==> src/rtl/step_accum_pkg.sv <==
package step_accum_pkg;

  // One-hot step selection from control to datapath.
  typedef struct packed {
    logic stepUp;
    logic stepDown;
  } stepSel_t;

endpackage

==> src/rtl/step_accum_ctrl.sv <==
module step_accum_ctrl
  import step_accum_pkg::*;
#(
  parameter int PERIOD = 4
) (
  input  logic     clk,
  input  logic     rst,
  output stepSel_t stepSel
);
  localparam int PW = (PERIOD > 2) ? $clog2(PERIOD) : 1;
  localparam logic [PW-1:0] LAST = PW'(PERIOD - 1);

  logic [PW-1:0] phase;
  logic          strobe;

  assign strobe = (phase == LAST);

  always_ff @(posedge clk) begin
    if (rst)         phase <= '0;
    else if (strobe) phase <= '0;
    else             phase <= phase + 1'b1;
  end

  always_comb begin
    stepSel.stepDown = strobe;
    stepSel.stepUp   = ~strobe;
  end

  // after an active strobe the next edge is an ordinary one
  a_r4_strobe_single: assert property (@(posedge clk) disable iff (rst)
    stepSel.stepDown |=> !stepSel.stepDown);

  // exactly one step kind is chosen each cycle
  a_r4_one_step: assert property (@(posedge clk) disable iff (rst)
    $countones({stepSel.stepUp, stepSel.stepDown}) == 1);

  // reset restarts the phase, so the following edge is an up step
  a_r1_phase_restart: assert property (@(posedge clk)
    rst |=> stepSel.stepUp);

endmodule

==> src/rtl/step_accum_dp.sv <==
module step_accum_dp
  import step_accum_pkg::*;
#(
  parameter int WIDTH     = 8,
  parameter int UP_STEP   = 3,
  parameter int DOWN_STEP = 5
) (
  input  logic             clk,
  input  logic             rst,
  input  stepSel_t         stepSel,
  output logic [WIDTH-1:0] count
);
  localparam logic [WIDTH-1:0] UP_W   = WIDTH'(UP_STEP);
  localparam logic [WIDTH-1:0] DOWN_W = WIDTH'(DOWN_STEP);

  logic [WIDTH-1:0] countNext;

  always_comb begin
    if (stepSel.stepDown) countNext = count - DOWN_W;
    else                  countNext = count + UP_W;
  end

  always_ff @(posedge clk) begin
    if (rst) count <= '0;
    else     count <= countNext;
  end

  // reset clears the value
  a_r1_reset_clear: assert property (@(posedge clk)
    rst |=> (count == '0));

  // ordinary edge adds the up step modulo 2^WIDTH
  a_r2_add_step: assert property (@(posedge clk) disable iff (rst)
    stepSel.stepUp |=> (count == WIDTH'($past(count) + UP_W)));

  // strobe edge subtracts the down step modulo 2^WIDTH
  a_r3_sub_step: assert property (@(posedge clk) disable iff (rst)
    stepSel.stepDown |=> (count == WIDTH'($past(count) - DOWN_W)));

endmodule

==> src/rtl/step_accum.sv <==
module step_accum
  import step_accum_pkg::*;
#(
  parameter int WIDTH     = 8,
  parameter int PERIOD    = 4,
  parameter int UP_STEP   = 3,
  parameter int DOWN_STEP = 5
) (
  input  logic             clk,
  input  logic             rst,
  output logic [7:0]       count
);
  stepSel_t   stepSel;
  logic [WIDTH-1:0] accVal;

  step_accum_ctrl #(.PERIOD(PERIOD)) uCtrl (
    .clk     (clk),
    .rst     (rst),
    .stepSel (stepSel)
  );

  step_accum_dp #(
    .WIDTH     (WIDTH),
    .UP_STEP   (UP_STEP),
    .DOWN_STEP (DOWN_STEP)
  ) uDp (
    .clk     (clk),
    .rst     (rst),
    .stepSel (stepSel),
    .count   (accVal)
  );

  assign count = 8'(accVal);

endmodule

==> config.mk <==
export PLATFORM = sky130hd
export DESIGN_NAME = step_accum
export DESIGN_NICKNAME = d
export VERILOG_FILES = /design/src/rtl/step_accum_pkg.sv /design/src/rtl/step_accum_ctrl.sv /design/src/rtl/step_accum_dp.sv /design/src/rtl/step_accum.sv
export SDC_FILE = /design/constraint.sdc
export NUM_CORES = 1
export LEC_CHECK = 0
export BUFFER_PORTS_ARGS = -buffer_cell sky130_fd_sc_hd__buf_4
export CORE_AREA = 2 2 39 41
export DETAILED_ROUTE_END_ITERATION = 10
export DIE_AREA = 0 0 41 43
export GPL_ROUTABILITY_DRIVEN = 0
export HOLD_SLACK_MARGIN = 0.03
export PLACE_DENSITY = 0.67
export SETUP_SLACK_MARGIN = 0.3
export SYNTH_ARGS = -nofsm -noshare
export SYNTH_HDL_FRONTEND = slang
export SYNTH_SLANG_ARGS = --single-unit
==> constraint.sdc <==
create_clock -name clk -period 2.7 [get_ports clk]
set_clock_uncertainty 0.05 [all_clocks]
set_input_delay 0.27 -clock clk [delete_from_list [all_inputs] [get_ports clk]]
set_output_delay 0.27 -clock clk [all_outputs]
set_load 0.01 [all_outputs]
==> metrics.md, run 1 <==
| Metric | Value |
|---|---|
| Outcome | `finished, final reports clean` |
| Post-CTS setup buffers | `0` |
| Leakage | `0.3157 nW` |
| DR WL/cell | `11.08 um` |
| Initial core utilization | `0.4069` |
| Cell Chain, Critical Path | `ha_1 > ha_1 > o211ai_2 > nor2b_4 > mux2_4 > a21oi_2 > mux2_1` |
| Routed wire length | `975 um` |
| Critical Path Source Type | `flip-flop` |
| Relative slew slack | `0.7828` |
| Hpwl dp | `731.7 um` |
| Total number of vias | `456` |
| GR Overflow Total | `0` |
| Req. time, crit path | `2.81 ns` |
| Post-cts resize count | `0` |
| Fin crit share | `0.8124` |
| Post-synth net total | `69` |
| Commonest non-fill, non-tap cell in the layout | `nor2_1` |
| Tmin final | `2.194 ns` |
| Yosys warnings | `0` |
| HP Start | `rst` |
| Worst-Margin Slew | `0.3258 ns` |
| R2r worst-path depth | `7` |
| Via/cell ratio | `5.182` |
| Clk root buf | `clkbuf_4` |
| Die width | `41 um` |
| Vias in the first global route | `365` |
| Reg2reg start | `uCtrl.phase[0]` |
| Reg2Reg Capture Point | `uDp.count[7]` |
| Yosys cell types | `28` |
| Clk pin slew, worst setup/hold paths | `0.07 ns` |
| Hold Path Stages | `2` |
| First-pass GRT wire length | `1531 um` |
| Crit Path Max Fanout | `8` |
| Initial antenna violation count | `0` |
| Fin Hold WS | `0.1936 ns` |
| Slowest Stage Delay on Critical Path | `0.36 ns` |
| Layout cells sized above 1 | `0.2361` |
| Post-Syn Instances | `63` |
| Syn_area_per_cell | `8.937 um2` |
| Total GRT Usage | `0.1332` |
| Core ar. | `0.001384 mm2` |
| Boundary pin count | `10` |
| Worst-Skew Late Latency | `0.27 ns` |
| Mapped Area | `563.0 um2` |
| Max clock buf depth | `2` |
| Yosys top cell area share | `0.3556` |
| Fmax | `455.9 MHz` |
| Hold Path End | `uDp.count[1]` |
| Area grow syn2layout | `16.00%` |
| Most frequent cells in the layout | `nor2_1, dfxtp_1, buf_4` |
| DP Area | `630.6 um2` |
| Die area | `0.001763 mm2` |
| Iteration-0 DRC Markers | `3` |
| Residual DRC | `0` |
| Hold Vio Cnt, Final | `0` |
| Post-DRT Antenna Nets | `0` |
| Clock sink count | `10` |
| DRT Pass-1 Iters | `2` |
| Hold crit path type | `in -> reg` |
| # nets final | `80` |
| RSZ-0062 raised after global routing | `false` |
| # rows | `14` |
| Max-Cap Viols | `0` |
| Crit-path most repeated cell | `ha_1` |
| PD cells | `614.7 mW/mm2` |
| Slew Limit Fails | `0` |
| Final design utilization | `0.4720` |
| Crit. End Element | `flip-flop` |
| Post-synth top area cell | `dfxtp_1` |
| Setup_tns | `0 ns` |
| Largest net degree at the start of global routing | `12` |
| # setup viols final | `0` |
| Slowest CP cell | `dfxtp_1` |
| Arr. time, crit path | `2.30 ns` |
| Hold Buf Count CTS | `0` |
| Sequential area share after synthesis | `0.3556` |
| Overall Power | `0.4015 mW` |
| Max IR drop VDD | `0.2391 mV` |
| ANT cells | `0` |
| Area contributors post-synth | `dfxtp_1, ha_1, nor2_1, xor2_1, nand2_1` |
| CTS tree | `built` |
| Final instance area | `653.1 um2` |
| Reg2reg setup slack | `0.51 ns` |
| Port buffer count | `9` |
| Critical path class | `reg -> reg` |
| CTS Buf Count | `3` |
| Synth Register Bits | `10` |
| Die Y | `43 um` |
| H-tree levels | `1` |
layout make-up:
class,instances,area [um2]
clock buffers,3,22.52
fillers,143,730.7
inverters,2,7.507
multi-input cells,48,335.3
flip-flops and latches,10,200.2
well taps,16,20.02
repair buffers,9,67.56
where the power goes:
| group | leakage [nW] | internal [mW] | total (mW) | switching, mW |
|---|---|---|---|---|
| Sequential | 0.0824 | 0.166 | 0.188 | 0.0213 |
| Clock | 0.0138 | 0.0516 | 0.104 | 0.0529 |
| Combinational | 0.220 | 0.0582 | 0.109 | 0.0510 |
critical path, delay by kind of cell, from the launching register on:
kind,cells,cell delay [ns]
and+or+nand+nor,1,0.20
AOI/OAI and AO/OA,2,0.23
DFF,1,0.36
adders and majority gates,2,0.61
muxes,2,0.63
state kept, by name, indices dropped and copies added, names as in the netlist:
signal / cells
uCtrl.phase: 2
uDp.count: 8
metal layers:
metal,GRT usage,up-vias,routed length (um)
met3,0.04712,2,62
li1,-,234,-
met5,0,-,0
met2,0.1750,12,410
met1,0.1797,208,485
met4,0.08000,0,17
stage by stage:
| step | instances | setup slack, ns |
|---|---|---|
| 2_1_floorplan | 63 | 0.6374 |
| 3_3_place_gp | 85 | 0.5419 |
| 3_5_place_dp | 85 | 0.4870 |
| 4_1_cts | 88 | 0.4830 |
| 5_1_grt | 88 | 0.3767 |
| 6_report | 88 | 0.5065 |
how the worst max path moves through the flow:
stage                    from      endpoint  slack [ns]  depth (start not counted)
6_report       uCtrl.phase[0]  uDp.count[7]        0.51                          7
5_1_grt        uCtrl.phase[0]  uDp.count[7]        0.38                          7
4_1_cts        uCtrl.phase[0]  uDp.count[7]        0.48                          7
3_5_place_dp   uCtrl.phase[0]  uDp.count[7]        0.49                          7
3_3_place_gp   uCtrl.phase[0]  uDp.count[7]        0.54                          7
2_1_floorplan  uCtrl.phase[0]  uDp.count[7]        0.64                          7
Yosys cell counts (all sizes together):
master and instances:
nor2 11, clkbuf 1, nor3 3, or2 1
ha 4, nor3b 1, o211ai 1, xnor2 1
buf 2, dfxtp 10, and2 1, o21ai 1
o2111ai 2, inv 2, nor2b 3, nand4b 1
o31ai 1, mux2 2, or3 2, nand2 5
and3b 1, a21oi 1, nand2b 1, xor2 4
o22ai 1
cell families after synthesis:
logic type | count (synthesis) | synth area share
XOR/XNOR | 5 | 0.07777
AND/OR/NAND/NOR | 30 | 0.2800
AO/OA/AOI/OAI | 7 | 0.1022
multiplexers | 2 | 0.04666
flip-flops | 10 | 0.3556
buffers and inverters | 5 | 0.04888
adder cells (fa/ha/maj) | 4 | 0.08889
No activity file was read; power rests on OpenSTA's default activity.
==> run 2: changes to the inputs <==
--- a/config.mk
+++ b/config.mk
@@ -11,7 +11,7 @@
 export DIE_AREA = 0 0 41 43
 export GPL_ROUTABILITY_DRIVEN = 0
 export HOLD_SLACK_MARGIN = 0.03
-export PLACE_DENSITY = 0.67
+export PLACE_DENSITY = 0.7
 export SETUP_SLACK_MARGIN = 0.3
 export SYNTH_ARGS = -nofsm -noshare
 export SYNTH_HDL_FRONTEND = slang
==> constraint.sdc (replaced) <==
create_clock -name clk -period 2 [get_ports clk]
set_clock_uncertainty 0.05 [all_clocks]
set_input_delay 0.2 -clock clk [delete_from_list [all_inputs] [get_ports clk]]
set_output_delay 0.2 -clock clk [all_outputs]
set_load 0.01 [all_outputs]
==> run 2 against run 1 <==
  * Sequential power up 38%
  * Final cell count grew 8.0%
  * Clock power grew 35%
  * Register-to-register slack got worse by 0.42 ns
  * Worst setup slack lost 0.42 ns
  * First-iteration DRC count is 33% lower
  * Cell area grew 15%
  * Largest power group unchanged
==> metrics.md, run 2 (same netlist as run 1, synthesis figures left out) <==
| Metric | Value |
|---|---|
| Outcome | `finished, final reports clean` |
| Initial core utilization | `0.4069 (unchanged)` |
| Die area | `0.001763 mm2 (unchanged)` |
| Fin crit share | `0.9582 (+0.1458)` |
| Leakage | `0.3487 nW (+10%)` |
| Met3 Use GR | `0.03141 (-0.01571)` |
| Top Usage Layer GRT | `met2` |
| # setup viols final | `0 (unchanged)` |
| DP Area | `658.1 um2 (+4.4%)` |
| Port buffer count | `9 (unchanged)` |
| Initial antenna violation count | `0 (unchanged)` |
| Slowest CP cell | `dfxtp_2` |
| Die width | `41 um (unchanged)` |
| Area of the multi-input gates | `377.9 um2 (+13%)` |
| Vias in the first global route | `431 (+18%)` |
| Max reg flops | `8 (unchanged)` |
| First-pass GRT wire length | `1787 um (+17%)` |
| NetSw | `0.1841 mW (+47%)` |
| Setup_tns | `0 ns (unchanged)` |
| Total number of vias | `486 (+6.6%)` |
| PD cells | `783.7 mW/mm2 (+28%)` |
| Iteration-0 DRC Markers | `2 (-1)` |
| Hold Buf Count CTS | `0 (unchanged)` |
| Hold crit path type | `in -> reg` |
| Top flop regs | `uDp.count x8, uCtrl.phase x2` |
| M1 GR Usage | `0.1780 (-0.001745)` |
| Max clock buf depth | `2 (unchanged)` |
| Reg with most FFs | `uDp.count` |
| H-tree levels | `1 (unchanged)` |
| Hpwl dp | `743.2 um (+1.6%)` |
| Commonest non-fill, non-tap cell in the layout | `buf_4` |
| Fmax | `521.8 MHz (+14%)` |
| RSZ-0062 raised after global routing | `true` |
| Slew Limit Fails | `0 (unchanged)` |
| Total GRT Usage | `0.1549 (+0.02173)` |
| Arr. time, crit path | `2.03 ns (-0.27 ns)` |
| Register area | `202.7 um2 (+1.2%)` |
| Critical Path Source Type | `flip-flop` |
| Layout cells sized above 1 | `0.3797 (+0.1436)` |
| Tmin final | `1.916 ns (-0.2772 ns)` |
| Routed wire length | `1083 um (+11%)` |
| Clk pin slew, worst setup/hold paths | `0.07 ns (about the same)` |
| GR Overflow Total | `0 (unchanged)` |
| Final instance count without filler cells | `95 (+8.0%)` |
| Die Y | `43 um (unchanged)` |
| Largest net degree at the start of global routing | `12 (unchanged)` |
| Relative slew slack | `0.7608 (-0.02199)` |
| Residual DRC | `0 (unchanged)` |
| Clock sink count | `10 (unchanged)` |
| Most frequent cells in the layout | `buf_4, nor2_1, dfxtp_1` |
| Area grow syn2layout | `33.33%` |
| CTS Buf Count | `3 (unchanged)` |
| Core ar. | `0.001384 mm2 (unchanged)` |
| Via/cell ratio | `5.116 (-1.3%)` |
| Sw Ratio | `0.3129 (+0.0009686)` |
| Reg2reg setup slack | `0.08 ns (-0.42 ns)` |
| Crit Path Max Fanout | `3 (-5)` |
| Final instance area | `750.7 um2 (+15%)` |
| Worst-Skew Late Latency | `0.27 ns (about the same)` |
| ANT cells | `0 (unchanged)` |
| Power Internal | `0.4043 mW (+46%)` |
| Slowest Stage Delay on Critical Path | `0.34 ns (-0.02 ns)` |
| Post-DRT Antenna Nets | `0 (unchanged)` |
| Hold Vio Cnt, Final | `0 (unchanged)` |
| Boundary pin count | `10 (unchanged)` |
| Clock share of power | `0.238 (-0.022)` |
| Met2 Use GR | `0.2344 (+0.05938)` |
| Critical path class | `reg -> reg` |
| DP Cell Count | `85 (unchanged)` |
| Clk root buf | `clkbuf_4` |
| # rows | `14 (unchanged)` |
| Filler Cell Count | `133 (-7.0%)` |
| DR WL/cell | `11.40 um (+2.9%)` |
| DRT Pass-1 Iters | `2 (unchanged)` |
| Combinational share of power | `0.319 (+0.047)` |
| Worst-Margin Slew | `0.3588 ns (+0.03299 ns)` |
| Max-Cap Viols | `0 (unchanged)` |
| Fin Hold WS | `0.1377 ns (-0.05593 ns)` |
| Crit. End Element | `flip-flop` |
| Final design utilization | `0.5425 (+0.07052)` |
| # nets final | `87 (+8.8%)` |
| Req. time, crit path | `2.11 ns (-0.70 ns)` |
| Reg power frac | `0.443 (-0.025)` |
| Max IR drop VDD | `0.4280 mV (+79%)` |
| Cell Chain, Critical Path | `ha_4 > ha_4 > o211ai_4 > nor2b_4 > mux2_4 > a21oi_2 > mux2_4` |
| CTS tree | `built` |
[run 2: cell types whose count changed in the layout (fill, tap and decap cells not counted), sizes merged]
cell / delta
buf: +7
[run 2: worst paths after layout]
path / startpoint / end / cells past startpoint
worst max-delay path: uCtrl.phase[0] / uDp.count[7] / 7
worst min-delay path: rst / uCtrl.phase[0] / 2
worst min register to register: uDp.count[0] / uDp.count[0] / 1
worst max register to register: uCtrl.phase[0] / uDp.count[7] / 7
[run 2: stage by stage]
| step | worst slack (ns) | power [mW] |
|---|---|---|
| 6_report | 0.08366 | 0.5884 |
| 5_1_grt | 0.02895 | 0.6260 |
| 4_1_cts | 0.06603 | 0.5817 |
| 3_5_place_dp | 0.01739 | 0.4203 |
| 3_3_place_gp | 0.04779 | 0.4157 |
| 2_1_floorplan | 0.1212 | 0.3765 |
[run 2: metal layers]
layer | wire [um] | vias to the layer above
li1 | - | 244
met1 | 482 | 225
met2 | 529 | 13
met3 | 45 | 4
met4 | 26 | 0
met5 | 0 | -
[run 2: layout make-up]
cell class / count / area share
multi-input cells: 48 / 0.5033
flip-flops and latches: 10 / 0.2700
repair buffers: 16 / 0.1600
clock buffers: 3 / 0.03000
well taps: 16 / 0.02667
inverters: 2 / 0.01000
[run 2: critical path, delay by kind of cell, from the launching register on]
| kind | cells | cell delay [ns] |
|---|---|---|
| muxes | 2 | 0.62 |
| DFF | 1 | 0.34 |
| adders and majority gates | 2 | 0.38 |
| and+or+nand+nor | 1 | 0.21 |
| AOI/OAI and AO/OA | 2 | 0.21 |
[run 2: timing repair]
action,4_1_cts,5_1_grt
gates resized for setup,0,3
cloned,0,0
buffers inserted,7,0
pin swaps,3,1
endpoints found under the hold margin,0,0
endpoints found under the setup margin,1,3
[run 2: power groups by stage]
| stage | combinational, mW | clock, mW | sequential, mW |
|---|---|---|---|
| after global routing | 0.209 | 0.152 | 0.265 |
| after CTS | 0.179 | 0.144 | 0.258 |
| after floorplan | 0.113 | 0 | 0.264 |
| after detailed placement | 0.157 | 0 | 0.263 |
| final | 0.188 | 0.140 | 0.260 |
| after global placement | 0.154 | 0 | 0.262 |
